`config.mk`:
```
export PLATFORM = sky130hd
export DESIGN_NAME = dual_rate_bit_timer
export DESIGN_NICKNAME = d
export VERILOG_FILES = /design/src/rtl/dual_rate_pkg.sv /design/src/rtl/timing_set_latch.sv /design/src/rtl/tq_divider.sv /design/src/rtl/bit_sequencer.sv /design/src/rtl/rate_phase_ctrl.sv /design/src/rtl/dual_rate_bit_timer.sv
export SDC_FILE = /design/constraint.sdc
export NUM_CORES = 1
export LEC_CHECK = 0
export BUFFER_PORTS_ARGS = -buffer_cell sky130_fd_sc_hd__buf_2
export CAP_MARGIN = 20
export CORE_UTILIZATION = 62
export DETAILED_ROUTE_END_ITERATION = 8
export GPL_TIMING_DRIVEN = 1
export PLACE_DENSITY_LB_ADDON = 0.3
export SYNTH_ARGS = -nofsm -noshare
export SYNTH_HDL_FRONTEND = slang
export SYNTH_HIERARCHICAL = 1
export SYNTH_SLANG_ARGS = --single-unit
```
`constraint.sdc`:
```
create_clock -name clk -period 6.3 [get_ports clk]
set_clock_uncertainty 0.1 [all_clocks]
set_input_delay 0 -clock clk [delete_from_list [all_inputs] [get_ports clk]]
set_output_delay 0 -clock clk [all_outputs]
set_load 0.05 [all_outputs]
```
`src/rtl/dual_rate_pkg.sv`:
```
// Shared definitions for the dual-rate bit timer.
// Assumes: two timing sets, with index 0 = slow (arbitration) and 1 = fast (data).
package dual_rate_pkg;
    typedef enum logic {
        RATE_SLOW = 1'b0,
        RATE_FAST = 1'b1
    } rate_e;

    localparam int NUM_SETS = 2;
    localparam int MIN_SEG1 = 2;
    localparam int MIN_SEG2 = 1;
endpackage

```
`src/rtl/timing_set_latch.sv`:
```
// Holds one timing set, captured on a frame-start pulse.
// Outputs the stored values clamped to their legal minimums.
// Assumes: SEG1_W >= 2. Reset leaves all fields zero, which clamps to the minimum bit.
module timing_set_latch #(
    parameter int PRESC_W = 6,
    parameter int SEG1_W  = 6,
    parameter int SEG2_W  = 5
) (
    input  logic               clk,
    input  logic               rst_n,
    input  logic               load,
    input  logic [PRESC_W-1:0] presc_in,
    input  logic [SEG1_W-1:0]  seg1_in,
    input  logic [SEG2_W-1:0]  seg2_in,
    output logic [PRESC_W-1:0] presc_eff,
    output logic [SEG1_W-1:0]  seg1_eff,
    output logic [SEG2_W-1:0]  seg2_eff
);
    import dual_rate_pkg::*;

    logic [PRESC_W-1:0] presc_q;
    logic [SEG1_W-1:0]  seg1_q;
    logic [SEG2_W-1:0]  seg2_q;

    // Capture the raw configuration at the start of a frame.
    always_ff @(posedge clk) begin
        if (!rst_n) begin
            presc_q <= '0;
            seg1_q  <= '0;
            seg2_q  <= '0;
        end else if (load) begin
            presc_q <= presc_in;
            seg1_q  <= seg1_in;
            seg2_q  <= seg2_in;
        end
    end

    // Raise each field to its minimum so that a bit is never shorter than four quanta.
    always_comb begin
        presc_eff = (presc_q == '0) ? PRESC_W'(1) : presc_q;
        seg1_eff  = (seg1_q < SEG1_W'(MIN_SEG1)) ? SEG1_W'(MIN_SEG1) : seg1_q;
        seg2_eff  = (seg2_q < SEG2_W'(MIN_SEG2)) ? SEG2_W'(MIN_SEG2) : seg2_q;
    end

    p_clamped_min_r4: assert property (@(posedge clk) disable iff (!rst_n)
        (presc_eff != '0) && (seg1_eff >= SEG1_W'(MIN_SEG1)) && (seg2_eff != '0));
endmodule

```
`src/rtl/tq_divider.sv`:
```
// Divides the clock into time quanta of presc clocks each.
// Assumes: presc >= 1 and stable within a bit. A restart begins a new quantum.
module tq_divider #(
    parameter int PRESC_W = 6
) (
    input  logic               clk,
    input  logic               rst_n,
    input  logic               restart,
    input  logic [PRESC_W-1:0] presc,
    output logic               tq_strobe
);
    logic [PRESC_W-1:0] clk_cnt;

    assign tq_strobe = (clk_cnt == presc - PRESC_W'(1));

    // Count clocks within the quantum and wrap on its last clock.
    always_ff @(posedge clk) begin
        if (!rst_n || restart) begin
            clk_cnt <= '0;
        end else if (tq_strobe) begin
            clk_cnt <= '0;
        end else begin
            clk_cnt <= clk_cnt + PRESC_W'(1);
        end
    end

    p_count_in_range_r2: assert property (@(posedge clk) disable iff (!rst_n)
        clk_cnt < presc);
endmodule

```
`src/rtl/bit_sequencer.sv`:
```
// Counts quanta within a bit and produces the sample-point and bit-end strobes.
// Assumes: seg1 >= 2, seg2 >= 1, and both stable within a bit.
module bit_sequencer #(
    parameter int SEG1_W = 6,
    parameter int SEG2_W = 5
) (
    input  logic              clk,
    input  logic              rst_n,
    input  logic              restart,
    input  logic              tq_in,
    input  logic [SEG1_W-1:0] seg1,
    input  logic [SEG2_W-1:0] seg2,
    output logic              sample_pt,
    output logic              bit_end
);
    localparam int WIDE_W = (SEG1_W > SEG2_W) ? SEG1_W : SEG2_W;
    localparam int BIT_W  = WIDE_W + 1;

    logic [BIT_W-1:0] tq_idx;
    logic [BIT_W-1:0] last_idx;
    logic [BIT_W-1:0] sample_idx;

    // The index of the last quantum is seg1 + seg2, because the sync quantum is index 0.
    always_comb begin
        sample_idx = BIT_W'(seg1);
        last_idx   = BIT_W'(seg1) + BIT_W'(seg2);
        sample_pt  = tq_in && (tq_idx == sample_idx);
        bit_end    = tq_in && (tq_idx == last_idx);
    end

    // Advance the quantum index and wrap at the end of the bit.
    always_ff @(posedge clk) begin
        if (!rst_n || restart) begin
            tq_idx <= '0;
        end else if (bit_end) begin
            tq_idx <= '0;
        end else if (tq_in) begin
            tq_idx <= tq_idx + BIT_W'(1);
        end
    end

    p_restart_bit_r5: assert property (@(posedge clk) disable iff (!rst_n)
        restart |=> (tq_idx == '0));
    p_idx_in_range_r3: assert property (@(posedge clk) disable iff (!rst_n)
        tq_idx <= last_idx);
endmodule

```
`src/rtl/rate_phase_ctrl.sv`:
```
// Chooses the timing set for the next bit from the protocol-layer requests.
// Requests are collected during a bit and applied on its bit_end.
// A return-to-slow request wins over a switch-to-fast request.
// Assumes: requests are single-cycle pulses and may coincide with bit_end.
module rate_phase_ctrl (
    input  logic                clk,
    input  logic                rst_n,
    input  logic                frame_start,
    input  logic                bit_end,
    input  logic                brs_recessive,
    input  logic                crc_delim,
    input  logic                err_det,
    output dual_rate_pkg::rate_e rate
);
    import dual_rate_pkg::*;

    logic pend_fast;
    logic pend_slow;
    logic want_fast;
    logic want_slow;

    // Merge the stored requests with this clock's pulses.
    always_comb begin
        want_fast = pend_fast || (brs_recessive && (rate == RATE_SLOW));
        want_slow = pend_slow || crc_delim || err_det;
    end

    // Apply the merged request only at a bit boundary; frame start forces the slow set.
    always_ff @(posedge clk) begin
        if (!rst_n || frame_start) begin
            rate      <= RATE_SLOW;
            pend_fast <= 1'b0;
            pend_slow <= 1'b0;
        end else if (bit_end) begin
            if (want_slow) begin
                rate <= RATE_SLOW;
            end else if (want_fast) begin
                rate <= RATE_FAST;
            end
            pend_fast <= 1'b0;
            pend_slow <= 1'b0;
        end else begin
            pend_fast <= want_fast;
            pend_slow <= want_slow;
        end
    end

    p_error_forces_slow_r8: assert property (@(posedge clk) disable iff (!rst_n)
        (bit_end && err_det && !frame_start) |=> (rate == RATE_SLOW));
    p_crc_forces_slow_r7: assert property (@(posedge clk) disable iff (!rst_n)
        (bit_end && crc_delim && !frame_start) |=> (rate == RATE_SLOW));
    p_fast_needs_brs_r6: assert property (@(posedge clk) disable iff (!rst_n)
        (rate == RATE_FAST) && ($past(rate) == RATE_SLOW) |-> $past(want_fast));
endmodule

```
`src/rtl/dual_rate_bit_timer.sv`:
```
// Top level: a bit timer with two timing sets, selected by the rate-switch and return requests.
// Structure: two timing-set latches, one quantum divider, one bit sequencer, and one phase controller.
// Assumes: SEG2_W <= SEG1_W + 1 and SEG1_W >= 2.
module dual_rate_bit_timer #(
    parameter int PRESC_W = 6,
    parameter int SEG1_W  = 6,
    parameter int SEG2_W  = 5
) (
    input  logic               clk,
    input  logic               rst_n,
    input  logic               frame_start,
    input  logic [PRESC_W-1:0] slow_presc,
    input  logic [SEG1_W-1:0]  slow_seg1,
    input  logic [SEG2_W-1:0]  slow_seg2,
    input  logic [PRESC_W-1:0] fast_presc,
    input  logic [SEG1_W-1:0]  fast_seg1,
    input  logic [SEG2_W-1:0]  fast_seg2,
    input  logic               brs_recessive,
    input  logic               crc_delim,
    input  logic               err_det,
    output logic               tq_strobe,
    output logic               sample_pt,
    output logic               bit_end,
    output logic               fast_phase
);
    import dual_rate_pkg::*;

    logic [NUM_SETS-1:0][PRESC_W-1:0] presc_raw, presc_set;
    logic [NUM_SETS-1:0][SEG1_W-1:0]  seg1_raw, seg1_set;
    logic [NUM_SETS-1:0][SEG2_W-1:0]  seg2_raw, seg2_set;
    rate_e                            rate;
    logic [PRESC_W-1:0]               presc_act;
    logic [SEG1_W-1:0]                seg1_act;
    logic [SEG2_W-1:0]                seg2_act;

    // Route the configuration ports into per-set arrays.
    always_comb begin
        presc_raw[RATE_SLOW] = slow_presc;
        seg1_raw[RATE_SLOW]  = slow_seg1;
        seg2_raw[RATE_SLOW]  = slow_seg2;
        presc_raw[RATE_FAST] = fast_presc;
        seg1_raw[RATE_FAST]  = fast_seg1;
        seg2_raw[RATE_FAST]  = fast_seg2;
    end

    generate
        for (genvar g = 0; g < NUM_SETS; g++) begin : g_set
            timing_set_latch #(
                .PRESC_W(PRESC_W),
                .SEG1_W (SEG1_W),
                .SEG2_W (SEG2_W)
            ) i_set (
                .clk      (clk),
                .rst_n    (rst_n),
                .load     (frame_start),
                .presc_in (presc_raw[g]),
                .seg1_in  (seg1_raw[g]),
                .seg2_in  (seg2_raw[g]),
                .presc_eff(presc_set[g]),
                .seg1_eff (seg1_set[g]),
                .seg2_eff (seg2_set[g])
            );
        end
    endgenerate

    // Select the active set for the current bit.
    always_comb begin
        presc_act  = presc_set[rate];
        seg1_act   = seg1_set[rate];
        seg2_act   = seg2_set[rate];
        fast_phase = (rate == RATE_FAST);
    end

    tq_divider #(.PRESC_W(PRESC_W)) i_div (
        .clk      (clk),
        .rst_n    (rst_n),
        .restart  (frame_start),
        .presc    (presc_act),
        .tq_strobe(tq_strobe)
    );

    bit_sequencer #(.SEG1_W(SEG1_W), .SEG2_W(SEG2_W)) i_seq (
        .clk      (clk),
        .rst_n    (rst_n),
        .restart  (frame_start),
        .tq_in    (tq_strobe),
        .seg1     (seg1_act),
        .seg2     (seg2_act),
        .sample_pt(sample_pt),
        .bit_end  (bit_end)
    );

    rate_phase_ctrl i_phase (
        .clk          (clk),
        .rst_n        (rst_n),
        .frame_start  (frame_start),
        .bit_end      (bit_end),
        .brs_recessive(brs_recessive),
        .crc_delim    (crc_delim),
        .err_det      (err_det),
        .rate         (rate)
    );

    p_sample_on_quantum_r3: assert property (@(posedge clk) disable iff (!rst_n)
        sample_pt |-> tq_strobe);
    p_end_on_quantum_r3: assert property (@(posedge clk) disable iff (!rst_n)
        bit_end |-> tq_strobe);
    p_sample_not_end_r4: assert property (@(posedge clk) disable iff (!rst_n)
        !(sample_pt && bit_end));
    p_switch_at_boundary_r9: assert property (@(posedge clk) disable iff (!rst_n)
        !$stable(fast_phase) |-> $past(bit_end || frame_start));
    p_start_selects_slow_r5: assert property (@(posedge clk) disable iff (!rst_n)
        frame_start |=> !fast_phase);
endmodule

```
==> flow_summary.ini <==
[timing]
final-max-slew-violation-count = 0
fin_crit_sh_pct = 71.9
rsz0062_at_grt = false
timing.final.ws_setup_ns = 1.77
worstMarginPinSlew_ns = 1.02
slew_headroom_pct = 31.8
period_needed_ns = 4.53
hold_violations = 0
setup_viol = 0
fin_setup_tns_ns = 0
max_freq_mhz = 221

[global_routing]
grt_antenna_before_repair = 0
grt_max_degree = 38
first_global_vias = 2335
track_usage_pct = 27.7
grt_pass1_wl_um = 11000
grt_overflow_total = 0

[clock_network]
cts_root_buf = clkbuf_8
cts_resized = 0
clk_pin_slew_ns = 0.10
clkSinkCount = 50
cts_tree = done
cts_made_buffers = 5
clk-insertion-delay-late_ns = 0.31
htree_num_levels = 2
post_cts.repair.setup_buffers = 0
cts_hold_buf = 38
clockBufferDepth = 2

[finish]
finalNetCount = 410
stdcell_area_um2 = 3560
area_growth_pct = 19.5
antennaDiodeCount = 0
nFillCells = 269
fin_cells = 414
drive_above_1_share_pct = 21.3
post-route-util_pct = 79.5

[place]
dp_slack_ns = 2.26
numPortBuffers = 43
dp_hpwl_um = 4050
finalWeightedCongestion = 0.891
dp_cells = 368
placed_cell_area_um2 = 3070

[logic_synthesis]
synth_seq_cells = 50
syn_area_per_cell_um2 = 9.61
synthesis.nets = 359
ys_seq_area_share_pct = 33.6
netlist_area_um2 = 2980
synthCells = 310
yosysWarningCount = 6
synth_edf_count = 0
synth.distinct_cells = 49
async_flop_share_pct = 0
ys.flop_type = dfxtp_1

[worst_hold_path]
hold_class = in2reg
hp-start = rst_n

[setup_path]
max_stage_delay_ns = 0.57
cp_slowest_cell = dlygate4sd3_1
crit_required_ns = 6.41
worstSetupStartpoint = i_phase/rate$_SDFFE_PP0P_
critPathBufInv = 3
startpoint_type = flop
reg2reg_from = i_phase/rate$_SDFFE_PP0P_
worstSetupPathType = reg2reg
worstPathMaxFanout = 20
cp_cell_sequence = buf_4 > mux2_2 > inv_1 > ha_1 > or3b_1 > a211oi_1 > and4b_1 > and2_1 > nand4_1 > a221o_1 > a211oi_4 > o31a_1 > dlygate4sd3_1 > a211oi_2
crit_family = simple AND/OR/NAND/NOR gates
critPathArrivalTime_ns = 4.64
endpoint_kind = flop

[pwr]
leakagePower_uw = 0.00153
power.share.clock_pct = 30.3
ir_drop_v = 0.000185
p_per_area_nw_per_um2 = 198
p_switching_uw = 194
internal-power_uw = 511
pwr-share-comb_pct = 20.9
p_seq_share_pct = 48.8
p_sw_share_pct = 27.5

[detailed_routing]
antenna_left = 0
wl_um = 6490
vias = 2302
first_pass_iters = 6
viasPerCell = 5.56
wl_per_cell_um = 15.7
route.detailed.drc = 2
drt-initial-drc-count = 102

[die]
initial_core_util_pct = 66.6
core_um2 = 4470
std_cell_rows = 24
dieArea_um2 = 5080
die_w_um = 71.3
io_pins = 44
die_h_um = 71.3

[status]
outcome = finished with violations
violations = design-rule violations

[job]
cap_violations = 0
## worst paths after layout
check             slack (ns)                                      to  cells past startpoint
setup / recovery        1.77               i_phase/rate$_SDFFE_PP0P_                     14
hold / removal          0.11  g_set[1].i_set/presc_q[1]$_SDFFE_PN0P_                      2
setup reg to reg        1.77               i_phase/rate$_SDFFE_PP0P_                     14
hold reg to reg         0.37            i_phase/pend_fast$_SDFF_PP0_                      2
## worst register-to-register path: stages, from the launching register on
cell and delay (ns):
dfxtp_1 0.32, buf_4 0.29, mux2_2 0.43, inv_1 0.07
ha_1 0.21, or3b_1 0.37, a211oi_1 0.22, and4b_1 0.35
and2_1 0.36, nand4_1 0.16, a221o_1 0.33, a211oi_4 0.40
o31a_1 0.21, dlygate4sd3_1 0.57, a211oi_2 0.05
## cell usage after synthesis (8+ instances only)
| library cell | count | area share (%) |
|---|---|---|
| clkbuf_1 | 30 | 3.8 |
| dfxtp_1 | 50 | 34 |
| mux2_4 | 10 | 5.0 |
| mux2i_1 | 36 | 12 |
| inv_1 | 11 | 1.4 |
| a211oi_1 | 10 | 2.5 |
| nor2_1 | 9 | 1.1 |
| xor2_1 | 9 | 2.6 |
| ha_1 | 8 | 3.4 |
| xnor2_1 | 19 | 5.6 |
| nor2b_1 | 35 | 7.4 |
| nand2_1 | 10 | 1.3 |
## flip-flops by register name, summed over array words and instances, names as in the netlist
signal	cells
g_set.i_set/presc_q	12
g_set.i_set/seg1_q	12
g_set.i_set/seg2_q	10
i_seq/tq_idx	7
i_div/clk_cnt	6
i_phase/pend_fast	1
i_phase/pend_slow	1
i_phase/rate	1
## per-layer routing
| metal | vias up | track usage, % | routed length (um) |
|---|---|---|---|
| li1 | 1154 | - | - |
| met4 | 0 | 10.7 | 146 |
| met1 | 1078 | 35.4 | 3050 |
| met5 | - | 0 | 0 |
| met3 | 15 | 5.63 | 203 |
| met2 | 55 | 46.2 | 3090 |
## power groups by stage
stage	logic [uW]	registers (uW)	clock network (uW)
4_1_cts	143	343	215
6_report	147	344	213
5_1_grt	160	346	230
3_3_place_gp	122	350	0
2_1_floorplan	105	345	0
3_5_place_dp	125	350	0
## area by class of cell
class	count	area (um^2)	share of cell area [%]
Clock buffer	7	96.3	2.71
Clock inverter	1	8.76	0.246
Inverter	11	41.3	1.16
Multi-Input combinational cell	211	1740	49.0
Sequential cell	50	1000	28.1
Tap cell	52	65.1	1.83
Timing Repair Buffer	82	603	17.0
## metrics by stage
| stage | hold slack [ns] | total power (uW) |
|---|---|---|
| final | 0.111 | 704 |
| after global routing | 0.146 | 736 |
| after CTS | 0.104 | 701 |
| after detailed placement | 0.165 | 475 |
| after global placement | 0.154 | 472 |
| after floorplan | 0.0282 | 451 |
## kinds of logic (layout without fill, tap and decap cells)
kind of cell	after synthesis	count (layout)	share of synthesized area, %
fa+ha+maj	9	9	4.03
compound gates	30	30	8.11
mux	53	53	19.8
simple gates	90	90	17.6
xor+xnor	29	29	8.99
flops	50	50	33.6
buf+inv	49	101	7.90
## layout by cell type, fill, tap and decap left out, types with 2 or more instances in the layout
master | netlist | routed
a211oi_1 | 10 | 10
a21boi_0 | 2 | 2
a21oi_1 | 4 | 4
and2_1 | 2 | 2
buf_2 | 0 | 43
clkbuf_8 | 0 | 7
dfxtp_1 | 50 | 50
dlygate4sd3_1 | 0 | 38
ha_1 | 8 | 8
inv_1 | 11 | 11
mux2_2 | 7 | 7
mux2_4 | 10 | 10
mux2i_1 | 36 | 36
nand2_1 | 10 | 10
nand2b_1 | 3 | 3
nand3_1 | 6 | 6
nand4_1 | 4 | 4
nor2_1 | 9 | 9
nor2b_1 | 35 | 35
nor3_1 | 4 | 4
nor3b_1 | 2 | 2
nor4_1 | 3 | 3
o21ai_0 | 2 | 2
o21bai_2 | 2 | 2
o41ai_1 | 2 | 2
or2_2 | 2 | 2
or4_1 | 2 | 2
xnor2_1 | 19 | 19
xor2_1 | 9 | 9
(Power assumes the default switching activity.)
